--- config.mk ---
export PLATFORM = sky130hd
export DESIGN_NAME = sdclk_gen
export DESIGN_NICKNAME = d
export VERILOG_FILES = /design/src/rtl/sdclk_pkg.sv /design/src/rtl/sdclk_cfg.sv /design/src/rtl/sdclk_fsm.sv /design/src/rtl/sdclk_gate.sv /design/src/rtl/sdclk_gen.sv
export SDC_FILE = /design/constraint.sdc
export NUM_CORES = 1
export LEC_CHECK = 0
export ABC_AREA = 1
export BUFFER_PORTS_ARGS = -buffer_cell sky130_fd_sc_hd__clkbuf_2
export CAP_MARGIN = 20
export CELL_PAD_IN_SITES_DETAIL_PLACEMENT = 2
export CELL_PAD_IN_SITES_GLOBAL_PLACEMENT = 2
export CORE_MARGIN = 2
export CORE_UTILIZATION = 31
export CTS_CLUSTER_DIAMETER = 80
export CTS_CLUSTER_SIZE = 10
export DETAILED_ROUTE_END_ITERATION = 6
export HOLD_SLACK_MARGIN = 0.08
export PLACE_DENSITY = 0.87
export RECOVER_POWER = 25
export SLEW_MARGIN = 5
export SYNTH_ARGS = -nofsm -noshare
export SYNTH_HDL_FRONTEND = slang
export SYNTH_SLANG_ARGS = --single-unit
--- constraint.sdc ---
create_clock -name clk_ker -period 3.03 [get_ports clk_ker]
set_input_delay 0.606 -clock clk_ker [delete_from_list [all_inputs] [get_ports clk_ker]]
set_output_delay 0.606 -clock clk_ker [all_outputs]
set_load 0.05 [all_outputs]
--- src/rtl/sdclk_pkg.sv ---
package sdclk_pkg;

    // Control word bit positions.
    localparam int PSAVE_BIT = 12;
    localparam int W4_BIT    = 14;
    localparam int W8_BIT    = 15;
    localparam int EDGE_BIT  = 16;
    localparam int FLOW_BIT  = 17;

    typedef enum logic [1:0] {
        PH_PARK   = 2'd0,
        PH_HIGH   = 2'd1,
        PH_LOW    = 2'd2,
        PH_BYPASS = 2'd3
    } ph_t;

    typedef enum logic [1:0] {
        BW_1 = 2'b00,
        BW_4 = 2'b01,
        BW_8 = 2'b10
    } bw_t;

    typedef struct packed {
        logic flow_en;
        logic edge_fall;
        logic psave;
        bw_t  width;
    } cfg_t;

endpackage

--- src/rtl/sdclk_cfg.sv ---
module sdclk_cfg #(
    parameter int REG_W = 32,
    parameter int DIV_W = 10
) (
    input  logic                 clk,
    input  logic                 rst_n,
    input  logic                 wr_en,
    input  logic [REG_W-1:0]     wr_data,
    output logic [DIV_W-1:0]     div_cfg,
    output sdclk_pkg::cfg_t      cfg
);
    import sdclk_pkg::*;

    localparam int TOP_USED = FLOW_BIT;

    bw_t  width_dec;
    logic unused_bits;

    // An 8-bit request wins over a 4-bit request.
    always_comb begin
        if (wr_data[W8_BIT])
            width_dec = BW_8;
        else if (wr_data[W4_BIT])
            width_dec = BW_4;
        else
            width_dec = BW_1;
    end

    assign unused_bits = ^{wr_data[REG_W-1:TOP_USED+1], wr_data[13], wr_data[11:DIV_W]};

    always_ff @(posedge clk or negedge rst_n) begin
        if (!rst_n) begin
            div_cfg <= '0;
            cfg     <= '0;
        end else if (wr_en) begin
            div_cfg       <= wr_data[DIV_W-1:0];
            cfg.flow_en   <= wr_data[FLOW_BIT];
            cfg.edge_fall <= wr_data[EDGE_BIT];
            cfg.psave     <= wr_data[PSAVE_BIT];
            cfg.width     <= width_dec;
        end
    end

endmodule

--- src/rtl/sdclk_fsm.sv ---
module sdclk_fsm #(
    parameter int DIV_W = 10
) (
    input  logic              clk,
    input  logic              rst_n,
    input  logic [DIV_W-1:0]  div_cfg,
    input  logic              edge_fall,
    input  logic              hold,
    output logic              div_clk,
    output logic              stb,
    output logic              byp_run,
    output sdclk_pkg::ph_t    state,
    output logic [DIV_W-1:0]  div_act
);
    import sdclk_pkg::*;

    ph_t              nxt;
    logic [DIV_W-1:0] cnt;
    logic             phase_end;
    logic             div_zero;
    logic             load;
    logic             stb_nxt;

    assign div_zero  = (div_cfg == '0);
    assign phase_end = (({1'b0, cnt} + 1'b1) == {1'b0, div_act});

    // State register
    always_ff @(posedge clk or negedge rst_n) begin
        if (!rst_n)
            state <= PH_PARK;
        else
            state <= nxt;
    end

    // Next state
    always_comb begin
        nxt = state;
        unique case (state)
            PH_PARK: begin
                if (!hold)
                    nxt = div_zero ? PH_BYPASS : PH_HIGH;
            end
            PH_HIGH: begin
                if (phase_end)
                    nxt = PH_LOW;
            end
            PH_LOW: begin
                if (phase_end) begin
                    if (hold)
                        nxt = PH_PARK;
                    else if (div_zero)
                        nxt = PH_BYPASS;
                    else
                        nxt = PH_HIGH;
                end
            end
            PH_BYPASS: begin
                if (!div_zero)
                    nxt = PH_LOW;
                else if (hold)
                    nxt = PH_PARK;
            end
        endcase
    end

    // A new divider is taken only at a period boundary.
    assign load = ((nxt == PH_HIGH) && (state != PH_HIGH)) ||
                  ((nxt == PH_LOW)  && (state == PH_BYPASS));

    assign stb_nxt = (state == PH_BYPASS) ||
                     ((nxt == PH_HIGH) && (state != PH_HIGH) && !edge_fall) ||
                     ((nxt == PH_LOW)  && (state == PH_HIGH) &&  edge_fall);

    // Registered outputs
    always_ff @(posedge clk or negedge rst_n) begin
        if (!rst_n) begin
            cnt     <= '0;
            div_act <= '0;
            div_clk <= 1'b0;
            stb     <= 1'b0;
        end else begin
            if ((nxt == state) && ((state == PH_HIGH) || (state == PH_LOW)))
                cnt <= cnt + 1'b1;
            else
                cnt <= '0;
            if (load)
                div_act <= div_cfg;
            div_clk <= (nxt == PH_HIGH);
            stb     <= stb_nxt;
        end
    end

    assign byp_run = (state == PH_BYPASS);

endmodule

--- src/rtl/sdclk_gate.sv ---
module sdclk_gate (
    input  logic clk,
    input  logic rst_n,
    input  logic byp_run,
    input  logic div_clk,
    output logic card_clk
);
    logic gate_q;

    // Enable changes only while the kernel clock is low.
    always_ff @(negedge clk or negedge rst_n) begin
        if (!rst_n)
            gate_q <= 1'b0;
        else
            gate_q <= byp_run;
    end

    // div_clk and gate_q are never high in the same kernel cycle.
    assign card_clk = (clk & gate_q) | div_clk;

endmodule

--- src/rtl/sdclk_gen.sv ---
module sdclk_gen #(
    parameter int REG_W = 32,
    parameter int DIV_W = 10
) (
    input  logic             clk_ker,
    input  logic             rst_n,
    input  logic             cfg_wr_en,
    input  logic [REG_W-1:0] cfg_wr_data,
    input  logic             bus_idle,
    input  logic             dp_hold,
    output logic             card_clk,
    output logic             launch_stb,
    output logic [1:0]       bus_width
);
    import sdclk_pkg::*;

    cfg_t             cfg_q;
    logic [DIV_W-1:0] div_cfg;
    logic [DIV_W-1:0] div_act;
    logic             hold_req;
    logic             div_clk_w;
    logic             byp_run;
    ph_t              ph_w;

    sdclk_cfg #(.REG_W(REG_W), .DIV_W(DIV_W)) u_cfg (
        .clk     (clk_ker),
        .rst_n   (rst_n),
        .wr_en   (cfg_wr_en),
        .wr_data (cfg_wr_data),
        .div_cfg (div_cfg),
        .cfg     (cfg_q)
    );

    assign hold_req = (cfg_q.psave & bus_idle) | (cfg_q.flow_en & dp_hold);

    sdclk_fsm #(.DIV_W(DIV_W)) u_fsm (
        .clk       (clk_ker),
        .rst_n     (rst_n),
        .div_cfg   (div_cfg),
        .edge_fall (cfg_q.edge_fall),
        .hold      (hold_req),
        .div_clk   (div_clk_w),
        .stb       (launch_stb),
        .byp_run   (byp_run),
        .state     (ph_w),
        .div_act   (div_act)
    );

    sdclk_gate u_gate (
        .clk      (clk_ker),
        .rst_n    (rst_n),
        .byp_run  (byp_run),
        .div_clk  (div_clk_w),
        .card_clk (card_clk)
    );

    assign bus_width = cfg_q.width;

endmodule

==> impl_metrics.csv <==
group,metric,value,unit
global_routing,grt_max_degree,40,
synthesis,synth.distinct_cells,29,
sta,slew_headroom,-51.2,%
sta,finalWorstSetupSlack,-0.211,ns
global_routing,grt_use_total,20.2,%
routing,wire_per_inst,16.6,um
layout,stdcell_count,447,
placement,place_ws,0.116,ns
pwr,combPwrFrac,43.8,%
placement,io_buffers,23,
hold_path,min_path_type,"in2reg",
routing,drt_wl_total,7410,um
layout,drive_above_1_share,15.2,%
synthesis,syn_area,0.00229,mm^2
floorplanning,die-height,90.0,um
synthesis,syn_inst,321,
setup_path,critPathMaxStageDelay,0.39,ns
run_status,status,"finished, violations left",
routing,dr.pass1.iters,4,
global_routing,antenna_found_initial,0,
setup_path,critical_path_required,2.42,ns
layout,diodes,0,
global_routing,grt_pass1_wl,13000,um
sta,hold_viol_final,0,
setup_path,critPathKind,"reg2out",
global_routing,first_global_vias,2624,
placement,gp_congestion,0.790,
clock_network,clkLatencyLatePin,0.43,ns
job,maxCapViolations,1,
pwr,pwr-share-seq,30.6,%
routing,vias,2165,
layout,final_util,37.3,%
floorplanning,num_rows,31,
routing,first_iter_violations,56,
routing,via_per_inst,4.84,
pwr,p_switching,1.15,mW
routing,drc,0,
placement,dp_cells,436,
placement,dpl_cell_area,0.00249,mm^2
pwr,ir_drop,400,uV
hold_path,holdCritStartpoint,"cfg_wr_data[1]",
synthesis,avgSynthCellArea,7.14,um^2
synthesis,ys_seq_elements,40,
sta,drv_slew,40,
setup_path,r2r-start,"u_fsm.cnt[0]",
setup_path,slowest_stage,"dfrtn_1",
layout,final_cell_mix,"nand2_1 (103), inv_1 (50), nand3_1 (40)",
pwr,total_power,2.50,mW
routing,antenna_left,0,
setup_path,crit_chain,"a21o_1, buf_8",
setup_path,startpoint_type,"register",
placement,dp_hpwl,5070,um
global_routing,grt_overflow_total,0,
clock_network,tritoncts,"done",
sta,finalClockSkew,0.0189,ns
run_status,violations,"capacitance limit, slew limit, setup timing",
clock_network,postCtsSetupRepairBufs,0,
layout,layout_commonest_cell,"nand2_1",
setup_path,crit_path_end_kind,"output pin",
sta,rsz0062_at_grt,"true",
pwr,netSwitchingFraction,46.2,%
setup_path,crit_start,"u_gate.gate_q",
layout,nets,389,
sta,tightestPinTransition,2.27,ns
setup_path,cp.arrival,2.63,ns
floorplanning,dieWidth,90.0,um
sta,setup_viol,1,
pwr,internal_power,1.34,mW
pwr,leakagePower,1.36,nW
layout,syn_to_final_growth,17.3,%
clock_network,clkTransAtPathRegs,0.09,ns
synthesis,seq_area_frac_synth,43.6,%
floorplanning,coreArea,0.00721,mm^2
floorplanning,die_area,0.00810,mm^2
floorplanning,io-pin-count,41,
synthesis,synth.net_count,363,
setup_path,path_max_fanout,1,
floorplanning,start_util,31.8,%
layout,fin_area,0.00269,mm^2
pwr,power.density,929,mW/mm^2
synthesis,yosysWarnings,0,
pwr,clockPowerShare,25.5,%
## flip-flops by register name, indices dropped and copies added (netlist names)
signal,cells
u_cfg.div_cfg,10
u_fsm.cnt,10
u_fsm.div_act,10
u_cfg.cfg,5
u_fsm.state,2
u_fsm.div_clk,1
u_fsm.stb,1
u_gate.gate_q,1
## metal layers
layer | part of all wire (%) | track usage (%) | vias up
met1 | 42 | 23.2 | 1057
met5 | 0 | 0 | -
li1 | - | - | 1045
met2 | 53 | 36.9 | 44
met4 | 2.5 | 7.95 | 0
met3 | 2.9 | 3.69 | 19
## critical path, delay by kind of cell (launching register included)
family,cells,cell delay [ns]
flops,1,0.39
compound gates,1,0.14
buf+inv,1,0.15
## power groups by stage
stage          combinational, mW  clock (mW)  sequential (mW)
5_1_grt                     1.24       0.679            0.785
4_1_cts                     1.03       0.645            0.766
2_1_floorplan              0.718      0.0389            0.756
3_5_place_dp               0.963      0.0457            0.774
6_report                    1.10       0.638            0.766
3_3_place_gp               0.894      0.0457            0.763
## final timing paths
path                                    endpoint  slack [ns]  depth (start not counted)
worst max-delay path                    card_clk       -0.21                          2
worst min-delay path            u_cfg.div_cfg[1]        0.39                          3
worst max register to register  u_fsm.div_act[3]        0.32                         19
worst min register to register  u_fsm.div_act[4]        0.49                          2
max in group asynchronous           u_fsm.cnt[0]        0.57                          2
min in group asynchronous          u_fsm.div_clk        0.99                          2
## cell type report
type	instances	area, um^2
repair buffers	23	113
well taps	99	124
flip-flops and latches	40	1000
clock buffers	9	125
multi-input cells	222	1090
inverters	51	191
clock inverters	3	42.5
fillers	883	4520
## cell usage after synthesis (all sizes together)
| cell | instances | area [um^2] |
|---|---|---|
| xnor2 | 1 | 8.76 |
| buf | 5 | 38.8 |
| nor2 | 34 | 145 |
| inv | 51 | 191 |
| a21o | 1 | 7.51 |
| o22ai | 1 | 6.26 |
| dfrtn | 1 | 25.0 |
| ha | 5 | 62.6 |
| xor2 | 1 | 8.76 |
| dfrtp | 39 | 976 |
| a21oi | 4 | 35.0 |
| a22o | 1 | 8.76 |
| nand2 | 109 | 424 |
| nand4 | 6 | 37.5 |
| nor4 | 1 | 6.26 |
| nor3 | 1 | 5.00 |
| nand3 | 42 | 220 |
| o21ai | 15 | 75.1 |
| clkbuf | 3 | 11.3 |
## logic make-up (layout without fill, tap and decap cells)
group                    Yosys count  in the layout  synth area share (%)
flip-flops                        40             40                  43.6
AO/OA/AOI/OAI                     22             22                  5.78
XOR/XNOR                           2              2                 0.764
buffers and inverters             59             86                  10.5
adder cells (fa/ha/maj)            5              5                  2.73
AND/OR/NAND/NOR                  193            193                  36.6
## timing repair
item	CTS	global route
hold buffers	0	0
cloned	0	0
resized for setup	3	9
setup endpoints to repair	10	21
## metrics by stage
step / setup TNS (ns) / hold WS [ns]
after CTS: -0.221 / 0.294
after floorplan: 0 / 0.310
after global placement: 0 / 0.453
after global routing: -0.244 / 0.404
final: -0.211 / 0.392
after detailed placement: 0 / 0.473
Note: power is estimated with default switching activity, not from simulation.
